`config.mk`:
```
export PLATFORM = sky130hd
export DESIGN_NAME = spi_frame_master
export DESIGN_NICKNAME = d
export VERILOG_FILES = /design/src/rtl/spi_fm_pkg.sv /design/src/rtl/spi_fm_fifo.sv /design/src/rtl/spi_fm_tick.sv /design/src/rtl/spi_fm_engine.sv /design/src/rtl/spi_frame_master.sv
export SDC_FILE = /design/constraint.sdc
export NUM_CORES = 1
export LEC_CHECK = 0
export BUFFER_PORTS_ARGS = -buffer_cell sky130_fd_sc_hd__buf_2
export CORE_MARGIN = 3
export CORE_UTILIZATION = 49
export CTS_BUF_LIST = sky130_fd_sc_hd__clkbuf_8
export CTS_CLUSTER_DIAMETER = 150
export DETAILED_ROUTE_END_ITERATION = 16
export GPL_TIMING_DRIVEN = 1
export PLACE_DENSITY = 0.68
export SYNTH_ARGS = -nofsm -noshare
export SYNTH_HDL_FRONTEND = slang
export SYNTH_SLANG_ARGS = --single-unit
```
`constraint.sdc`:
```
create_clock -name clk -period 3.96 [get_ports clk]
set_input_delay 0.396 -clock clk [delete_from_list [all_inputs] [get_ports clk]]
set_output_delay 0.396 -clock clk [all_outputs]
set_load 0.02 [all_outputs]
```
`src/rtl/spi_fm_pkg.sv`:
```
package spi_fm_pkg;
  typedef enum logic {ENG_IDLE, ENG_ACT} eng_state_e;
  localparam int unsigned MIN_WORD_BITS = 4;
endpackage

```
`src/rtl/spi_fm_fifo.sv`:
```
module spi_fm_fifo #(
  parameter int W     = 16,
  parameter int DEPTH = 8
) (
  input  logic         clk,
  input  logic         rst,
  input  logic         wr,
  input  logic [W-1:0] wdata,
  input  logic         rd,
  output logic [W-1:0] q,
  output logic         avail,
  output logic         full,
  output logic         empty
);
  localparam int AW = (DEPTH > 1) ? $clog2(DEPTH) : 1;
  localparam int CW = $clog2(DEPTH + 1);

  logic [W-1:0]  mem [DEPTH];
  logic [AW-1:0] wp, rp;
  logic [CW-1:0] cnt;
  logic          stale;
  logic          do_wr, do_rd;

  function automatic logic [AW-1:0] inc(input logic [AW-1:0] p);
    return (p == AW'(DEPTH - 1)) ? '0 : p + 1'b1;
  endfunction

  assign full  = (cnt == CW'(DEPTH));
  assign empty = (cnt == '0);
  // The read register lags a pointer move or a first write by one cycle.
  assign avail = !empty && !stale;
  assign do_wr = wr && !full;
  assign do_rd = rd && avail;

  always_ff @(posedge clk) begin
    if (do_wr) mem[wp] <= wdata;
    q <= mem[rp];
  end

  always_ff @(posedge clk) begin
    if (rst) begin
      wp    <= '0;
      rp    <= '0;
      cnt   <= '0;
      stale <= 1'b0;
    end else begin
      if (do_wr) wp <= inc(wp);
      if (do_rd) rp <= inc(rp);
      cnt   <= cnt + CW'(do_wr) - CW'(do_rd);
      stale <= do_rd || (do_wr && empty);
    end
  end

  // a write into a full queue leaves the fill level untouched
  p_no_overflow_r10: assert property (@(posedge clk) disable iff (rst)
    (wr && full && !rd) |=> (cnt == $past(cnt)));
  // an accepted write into a queue that is not read leaves it non-empty
  p_fill_kept_r10: assert property (@(posedge clk) disable iff (rst)
    (wr && !full && !rd) |=> !empty);
endmodule

```
`src/rtl/spi_fm_tick.sv`:
```
module spi_fm_tick #(
  parameter int DIV_W = 8
) (
  input  logic             clk,
  input  logic             rst,
  input  logic             run,
  input  logic [DIV_W-1:0] div,
  output logic             tick
);
  logic [DIV_W-1:0] cnt;

  assign tick = run && (cnt == div);

  always_ff @(posedge clk) begin
    if (rst || !run || tick) cnt <= '0;
    else                     cnt <= cnt + 1'b1;
  end

  // the half-period counter never passes the latched divider
  p_cnt_bound_r3: assert property (@(posedge clk) disable iff (rst)
    run |-> (cnt <= div));
endmodule

```
`src/rtl/spi_fm_engine.sv`:
```
module spi_fm_engine
  import spi_fm_pkg::*;
#(
  parameter int DATA_W = 16,
  parameter int DIV_W  = 8,
  parameter int LEN_W  = 4
) (
  input  logic              clk,
  input  logic              rst,
  input  logic              en,
  input  logic              tx_en,
  input  logic [DIV_W-1:0]  div,
  input  logic [LEN_W-1:0]  wlen_m1,
  input  logic              tx_avail,
  input  logic [DATA_W-1:0] tx_q,
  input  logic              tick,
  input  logic              sdi,
  input  logic              rx_full,
  output logic              tx_pop,
  output logic              nxt_vld,
  output logic              active,
  output logic [DIV_W-1:0]  div_q,
  output logic              rx_push,
  output logic [DATA_W-1:0] rx_word,
  output logic              ovr,
  output logic              sclk,
  output logic              fss_n,
  output logic              sdo,
  output logic              sdo_oe
);
  localparam int PH_W = $clog2(2 * DATA_W + 5);
  localparam logic [LEN_W-1:0] MIN_L = LEN_W'(MIN_WORD_BITS - 1);

  eng_state_e        st;
  logic [PH_W-1:0]   ph, np, two_n;
  logic [LEN_W-1:0]  wl_q, wl_in;
  logic [DATA_W-1:0] sh, sh_sl, nxt_word, rx_sh, rx_next, rx_mask;
  logic              start_now, gap_end;

  assign wl_in     = (wlen_m1 < MIN_L) ? MIN_L : wlen_m1;
  assign np        = ph + 1'b1;
  assign two_n     = (PH_W'(wl_q) + 1'b1) << 1;
  assign active    = (st == ENG_ACT);
  assign gap_end   = active && tick && (np == two_n + PH_W'(4));
  assign start_now = en && nxt_vld && ((st == ENG_IDLE) || gap_end);
  assign tx_pop    = en && !nxt_vld && tx_avail;
  assign sh_sl     = sh << 1;
  assign rx_next   = {rx_sh[DATA_W-2:0], sdi};
  assign rx_mask   = {DATA_W{1'b1}} >> (DATA_W - 1 - int'(wl_q));
  assign rx_word   = rx_next & rx_mask;
  assign rx_push   = active && tick && (np == two_n);

  always_ff @(posedge clk) begin
    if (rst) begin
      st       <= ENG_IDLE;
      ph       <= '0;
      wl_q     <= MIN_L;
      div_q    <= '0;
      sh       <= '0;
      nxt_word <= '0;
      nxt_vld  <= 1'b0;
      rx_sh    <= '0;
      ovr      <= 1'b0;
      sclk     <= 1'b0;
      fss_n    <= 1'b1;
      sdo      <= 1'b0;
      sdo_oe   <= 1'b0;
    end else begin
      sdo_oe <= tx_en;
      if (tx_pop) begin
        nxt_word <= tx_q;
        nxt_vld  <= 1'b1;
      end else if (start_now) begin
        nxt_vld <= 1'b0;
      end
      if (rx_push && rx_full) ovr <= 1'b1;

      if (start_now) begin
        st    <= ENG_ACT;
        ph    <= '0;
        fss_n <= 1'b0;
        sclk  <= 1'b0;
        sdo   <= 1'b0;
        sh    <= nxt_word;
        rx_sh <= '0;
        wl_q  <= wl_in;
        div_q <= div;
      end else if (active && tick) begin
        ph <= np;
        if (np == PH_W'(1)) begin
          sdo <= sh[wl_q];
        end else if (!np[0] && (np <= two_n)) begin
          sclk  <= 1'b1;
          rx_sh <= rx_next;
        end else if (np[0] && (np <= two_n + 1'b1)) begin
          sclk <= 1'b0;
          sh   <= sh_sl;
          sdo  <= sh_sl[wl_q];
        end else if (np == two_n + PH_W'(2)) begin
          fss_n <= 1'b1;
        end else if (np == two_n + PH_W'(4)) begin
          st <= ENG_IDLE;
          ph <= '0;
        end
      end
    end
  end

  // idle levels on the serial pins
  p_idle_levels_r1: assert property (@(posedge clk) disable iff (rst)
    (st == ENG_IDLE) |-> (fss_n && !sclk && !sdo));
  // the serial clock toggles only inside a frame
  p_sclk_in_frame_r3: assert property (@(posedge clk) disable iff (rst)
    sclk |-> !fss_n);
  // output data is steady across a rising edge
  p_sdo_hold_rise_r4: assert property (@(posedge clk) disable iff (rst)
    $rose(sclk) |-> $stable(sdo));
  // frame select is released only after a low clock interval
  p_release_low_r5: assert property (@(posedge clk) disable iff (rst)
    $rose(fss_n) |-> (!sclk && $past(!sclk)));
  // a received word is stored on a rising edge
  p_capture_rise_r9: assert property (@(posedge clk) disable iff (rst)
    rx_push |=> sclk);
  // overrun flag is sticky
  p_ovr_sticky_r11: assert property (@(posedge clk) disable iff (rst)
    ovr |=> ovr);
endmodule

```
`src/rtl/spi_frame_master.sv`:
```
module spi_frame_master #(
  parameter int DATA_W     = 16,
  parameter int DIV_W      = 8,
  parameter int FIFO_DEPTH = 8
) (
  input  logic              clk,
  input  logic              rst,
  input  logic              en,
  input  logic              tx_en,
  input  logic [DIV_W-1:0]  div,
  input  logic [3:0]        wlen_m1,
  input  logic              tx_wr,
  input  logic [DATA_W-1:0] tx_data,
  output logic              tx_not_full,
  output logic              tx_empty,
  input  logic              rx_rd,
  output logic [DATA_W-1:0] rx_data,
  output logic              rx_not_empty,
  output logic              rx_full,
  output logic              rx_ovr,
  output logic              busy,
  output logic              sclk,
  output logic              fss_n,
  output logic              sdo,
  output logic              sdo_oe,
  input  logic              sdi
);
  localparam int LEN_W = $clog2(DATA_W);

  logic              tx_avail, tx_full, tx_fifo_empty, tx_pop, nxt_vld;
  logic [DATA_W-1:0] tx_q, rx_word;
  logic              rx_push, rx_empty, tick, active;
  logic [DIV_W-1:0]  div_q;

  spi_fm_fifo #(.W(DATA_W), .DEPTH(FIFO_DEPTH)) u_txq (
    .clk(clk), .rst(rst), .wr(tx_wr), .wdata(tx_data), .rd(tx_pop),
    .q(tx_q), .avail(tx_avail), .full(tx_full), .empty(tx_fifo_empty));

  spi_fm_fifo #(.W(DATA_W), .DEPTH(FIFO_DEPTH)) u_rxq (
    .clk(clk), .rst(rst), .wr(rx_push), .wdata(rx_word), .rd(rx_rd),
    .q(rx_data), .avail(rx_not_empty), .full(rx_full), .empty(rx_empty));

  spi_fm_tick #(.DIV_W(DIV_W)) u_tick (
    .clk(clk), .rst(rst), .run(active), .div(div_q), .tick(tick));

  spi_fm_engine #(.DATA_W(DATA_W), .DIV_W(DIV_W), .LEN_W(LEN_W)) u_eng (
    .clk(clk), .rst(rst), .en(en), .tx_en(tx_en), .div(div),
    .wlen_m1(wlen_m1[LEN_W-1:0]), .tx_avail(tx_avail), .tx_q(tx_q),
    .tick(tick), .sdi(sdi), .rx_full(rx_full), .tx_pop(tx_pop),
    .nxt_vld(nxt_vld), .active(active), .div_q(div_q), .rx_push(rx_push),
    .rx_word(rx_word), .ovr(rx_ovr), .sclk(sclk), .fss_n(fss_n),
    .sdo(sdo), .sdo_oe(sdo_oe));

  assign tx_not_full = !tx_full;
  assign tx_empty    = tx_fifo_empty && !nxt_vld;
  assign busy        = active;

  // output enable follows the transmit enable one cycle later
  p_oe_follow_r8: assert property (@(posedge clk) disable iff (rst)
    !tx_en |=> !sdo_oe);
  // busy covers every low frame-select cycle
  p_busy_frame_r12: assert property (@(posedge clk) disable iff (rst)
    !fss_n |-> busy);
endmodule

```
==> run_summary.xml <==
<?xml version="1.0" encoding="UTF-8"?>
<metrics>
  <group name="clocking">
    <metric name="tritoncts.num_buffers" unit="">66</metric>
    <metric name="clock_tree.buffer_depth" unit="">3</metric>
    <metric name="cts.htree.levels" unit="">3</metric>
    <metric name="cts_hold_buf" unit="">0</metric>
    <metric name="postCtsSetupBuffers" unit="">0</metric>
    <metric name="clk-insertion-delay-late" unit="ps">580</metric>
    <metric name="post_cts_resized" unit="">0</metric>
    <metric name="numClockSinks" unit="">390</metric>
    <metric name="library_cell_used_as_clock_root_buffer" unit="">clkbuf_8</metric>
    <metric name="cts_tree" unit="">built</metric>
    <metric name="clk_pin_slew" unit="ps">60</metric>
  </group>
  <group name="sta">
    <metric name="maxClockFrequency" unit="GHz">0.302</metric>
    <metric name="timing.setup.tns" unit="ps">0</metric>
    <metric name="max_slew.worst_pin.slew" unit="ps">1210</metric>
    <metric name="grt_setup_unrepaired" unit="">no</metric>
    <metric name="finalMaxSlewViolations" unit="">0</metric>
    <metric name="worst_case_headroom_to_the_max_slew_limit" unit="%">18.3</metric>
    <metric name="post-route-period-util" unit="%">83.6</metric>
    <metric name="fin_worst_skew" unit="ps">39.4</metric>
    <metric name="timing.final.hold_violations" unit="">0</metric>
    <metric name="report.final.setup_viol" unit="">0</metric>
    <metric name="min_period" unit="ps">3310</metric>
  </group>
  <group name="die">
    <metric name="fp.dieArea" unit="µm²">34400</metric>
    <metric name="height_of_the_die" unit="µm">185</metric>
    <metric name="floorplan.die.width" unit="µm">185</metric>
    <metric name="initial_utilization" unit="%">49.9</metric>
    <metric name="num_rows" unit="">65</metric>
    <metric name="coreArea" unit="µm²">31600</metric>
    <metric name="ios" unit="">61</metric>
  </group>
  <group name="worst_hold_path">
    <metric name="min_to" unit="">u_eng.sdo_oe$_SDFF_PP0_</metric>
    <metric name="whs_path_depth" unit="">2</metric>
    <metric name="timing.hold.worst.start" unit="">tx_en</metric>
    <metric name="hold_path_class" unit="">in2reg</metric>
  </group>
  <group name="worst_setup_path">
    <metric name="rr_startpoint" unit="">u_eng.ph[0]$_SDFFE_PP0P_</metric>
    <metric name="reg2reg_setup_slack" unit="ps">650</metric>
    <metric name="critPathArrivalTime" unit="ps">3720</metric>
    <metric name="worst-r2r-cell-count" unit="">11</metric>
    <metric name="worst_setup_path_end_kind" unit="">register</metric>
    <metric name="critical_path.startpoint_type" unit="">register</metric>
    <metric name="crit_required" unit="ps">4370</metric>
    <metric name="cp_max_fo" unit="">10</metric>
    <metric name="path_class" unit="">reg2reg</metric>
    <metric name="critical_path.reg2reg.endpoint" unit="">u_eng.active$_SDFFE_PP0P_</metric>
  </group>
  <group name="logic_synthesis">
    <metric name="synth_async_sr_flop_share" unit="%">0</metric>
    <metric name="post_synth.cell_area_avg" unit="µm²">15.1</metric>
    <metric name="synth_edf_count" unit="">256</metric>
    <metric name="synth_fp_nets" unit="">1117</metric>
    <metric name="synth_cell_types" unit="">57</metric>
    <metric name="ys.flop_type" unit="">edfxtp_1</metric>
    <metric name="syn_area" unit="µm²">15800</metric>
    <metric name="synth_cells" unit="">1046</metric>
    <metric name="postSynthRegisterBits" unit="">390</metric>
    <metric name="total_of_warnings_raised_by_yosys" unit="">0</metric>
    <metric name="seq_total_area_yosys" unit="%">65.7</metric>
  </group>
  <group name="final_layout">
    <metric name="layout.cells.most_common" unit="">edfxtp_1</metric>
    <metric name="num-nets-final" unit="">1222</metric>
    <metric name="final_area" unit="µm²">17900</metric>
    <metric name="areaGrowthSynthToFinish" unit="%">13.5</metric>
    <metric name="mostFrequentLayoutCells" unit="">edfxtp_1, dfxtp_1, nand2_1, a21oi_1</metric>
    <metric name="share_of_cells_above_drive_strength_1" unit="%">25.3</metric>
    <metric name="antenna_cells_inserted" unit="">0</metric>
  </group>
  <group name="global_route">
    <metric name="antenna_violations_before_repair" unit="">0</metric>
    <metric name="grt_use_total" unit="%">18.2</metric>
    <metric name="gr-total-overflow" unit="">0</metric>
    <metric name="pin_count_of_the_biggest_net_entering_global_routing" unit="">58</metric>
    <metric name="grt_pass1_vias" unit="">9126</metric>
    <metric name="grt_pass1_wl" unit="µm">48500</metric>
  </group>
  <group name="routing">
    <metric name="remaining_drc_errors" unit="">0</metric>
    <metric name="antenna_left" unit="">0</metric>
    <metric name="avgRoutedWirePerCell" unit="µm">18.6</metric>
    <metric name="detail_route.wirelength" unit="µm">29800</metric>
    <metric name="detail_route.vias_per_cell" unit="">5.48</metric>
    <metric name="initialDrtViolationCount" unit="">625</metric>
    <metric name="detail_route.first_pass.iterations" unit="">5</metric>
    <metric name="route.vias.total" unit="">8812</metric>
  </group>
  <group name="run_status">
    <metric name="status" unit="">finished, final reports clean</metric>
  </group>
  <group name="placed_design">
    <metric name="place.gp.congestion" unit="">0.824</metric>
    <metric name="dp_hpwl" unit="µm">18500</metric>
    <metric name="postPlaceCellArea" unit="µm²">16600</metric>
    <metric name="port-buffer-count" unit="">60</metric>
  </group>
  <group name="power_and_ir_drop">
    <metric name="leakagePower" unit="µW">0.00618</metric>
    <metric name="p_per_area" unit="nW/µm²">554</metric>
    <metric name="peakVddDrop" unit="mV">0.426</metric>
  </group>
  <group name="flow_run">
    <metric name="max_cap_viol_count" unit="">0</metric>
  </group>
</metrics>
## cells in the mapped netlist (3+ instances only)
library cell  instances  area, µm²
nand3b_1              3       22.5
and3_1                7       43.8
a31oi_1               4       25.0
buf_1                 9       33.8
nor3_1               19       95.1
clkbuf_1             25       93.8
o21ai_0              22        110
buf_2                10       50.1
nor2_1               62        233
nand2_1              74        278
nand2b_1              4       25.0
inv_1                34        128
or3b_1               10       87.6
nor2b_1               4       25.0
mux4_2               72       1620
ha_1                 34        425
nand3_1              18       90.1
xnor2_2               3       48.8
mux2_2               32        360
xor2_1               10       87.6
nand4_1               3       18.8
o31ai_1              16        120
edfxtp_1            256       7690
xnor2_1              22        193
a21oi_1              74        370
nor4_1                3       18.8
dfxtp_1             134       2680
buf_4                 4       30.0
mux2i_1              35        350
buf_6                 6       67.6
## stage by stage
step                hold slack (ps)  util [%]  setup WS, ps  std cells  total power, µW
floorplan                       417         -           167       1046             6180
global route                   30.8      56.6           370       1607            10500
finish                         49.8      56.6           648       1607             9930
detailed placement              428      52.5           673       1485             6610
global placement                419      52.5           748       1485             6570
CTS                            12.9      56.6           676       1607            10100
## flip-flops by register name, summed over array words and instances (netlist names), 6 cells and up
name,flops
u_txq.mem,128
u_tick.cnt,8
u_eng.ph,6
u_eng.nxt_word,16
u_eng.div_q,8
u_rxq.mem,128
u_rxq.q,16
u_txq.q,16
u_eng.sh,16
u_eng.rx_sh,15
## worst max-delay path by stage
stage                                    start                         to  cells past startpoint
finish                u_eng.ph[0]$_SDFFE_PP0P_  u_eng.active$_SDFFE_PP0P_                     11
CTS                   u_eng.ph[0]$_SDFFE_PP0P_    u_rxq.cnt[2]$_SDFF_PP0_                     13
global route          u_eng.ph[0]$_SDFFE_PP0P_  u_eng.active$_SDFFE_PP0P_                     11
detailed placement    u_eng.ph[0]$_SDFFE_PP0P_    u_rxq.cnt[2]$_SDFF_PP0_                     13
floorplan           u_eng.wl_q[2]$_SDFFE_PP0N_  u_rxq.mem[2][0]$_DFFE_PP_                      9
global placement      u_eng.ph[0]$_SDFFE_PP0P_    u_rxq.cnt[2]$_SDFF_PP0_                     13
## critical path, cell delays in order (launching register included)
cell and delay (ps):
dfxtp_1 560, ha_1 300, nand3_1 170, xnor2_1 370
ha_1 220, nand2_1 70, o21ai_0 310, a21oi_1 120
nor4b_2 420, nand2_1 240, o31ai_1 290, a21oi_1 90
## logic make-up after synthesis
logic type	Yosys count	synth area share [%]
fa+ha+maj	36	2.95
flops	390	65.7
xor+xnor	36	2.19
compound gates	131	4.74
simple gates	224	7.01
mux	139	14.8
buf+inv	90	2.60
## cell type report
class / instances / area, µm²
fill: 2562 / 13700
timing repair buffer: 91 / 533
sequential: 390 / 10400
tap: 402 / 503
clock buffer: 72 / 991
clock inverter: 50 / 294
multi-input combinational: 566 / 5080
inverter: 36 / 135
## routing by layer
metal  global-route usage, %  routed length, µm  up-vias
met3                    3.34               1150       74
met2                    30.5              14700      190
li1                        -                  -     4177
met5                       0                  0        -
met1                    23.5              13000     4371
met4                    7.35                948        0
## where the power goes
group          internal, µW  switching (µW)  total, µW  leakage (µW)
clock                  1830            1600       3430      0.000722
combinational           774             872       1650       0.00224
sequential             4620             233       4850       0.00322
total                  7220            2710       9930       0.00618
Note: power is estimated with default switching activity, not from simulation.
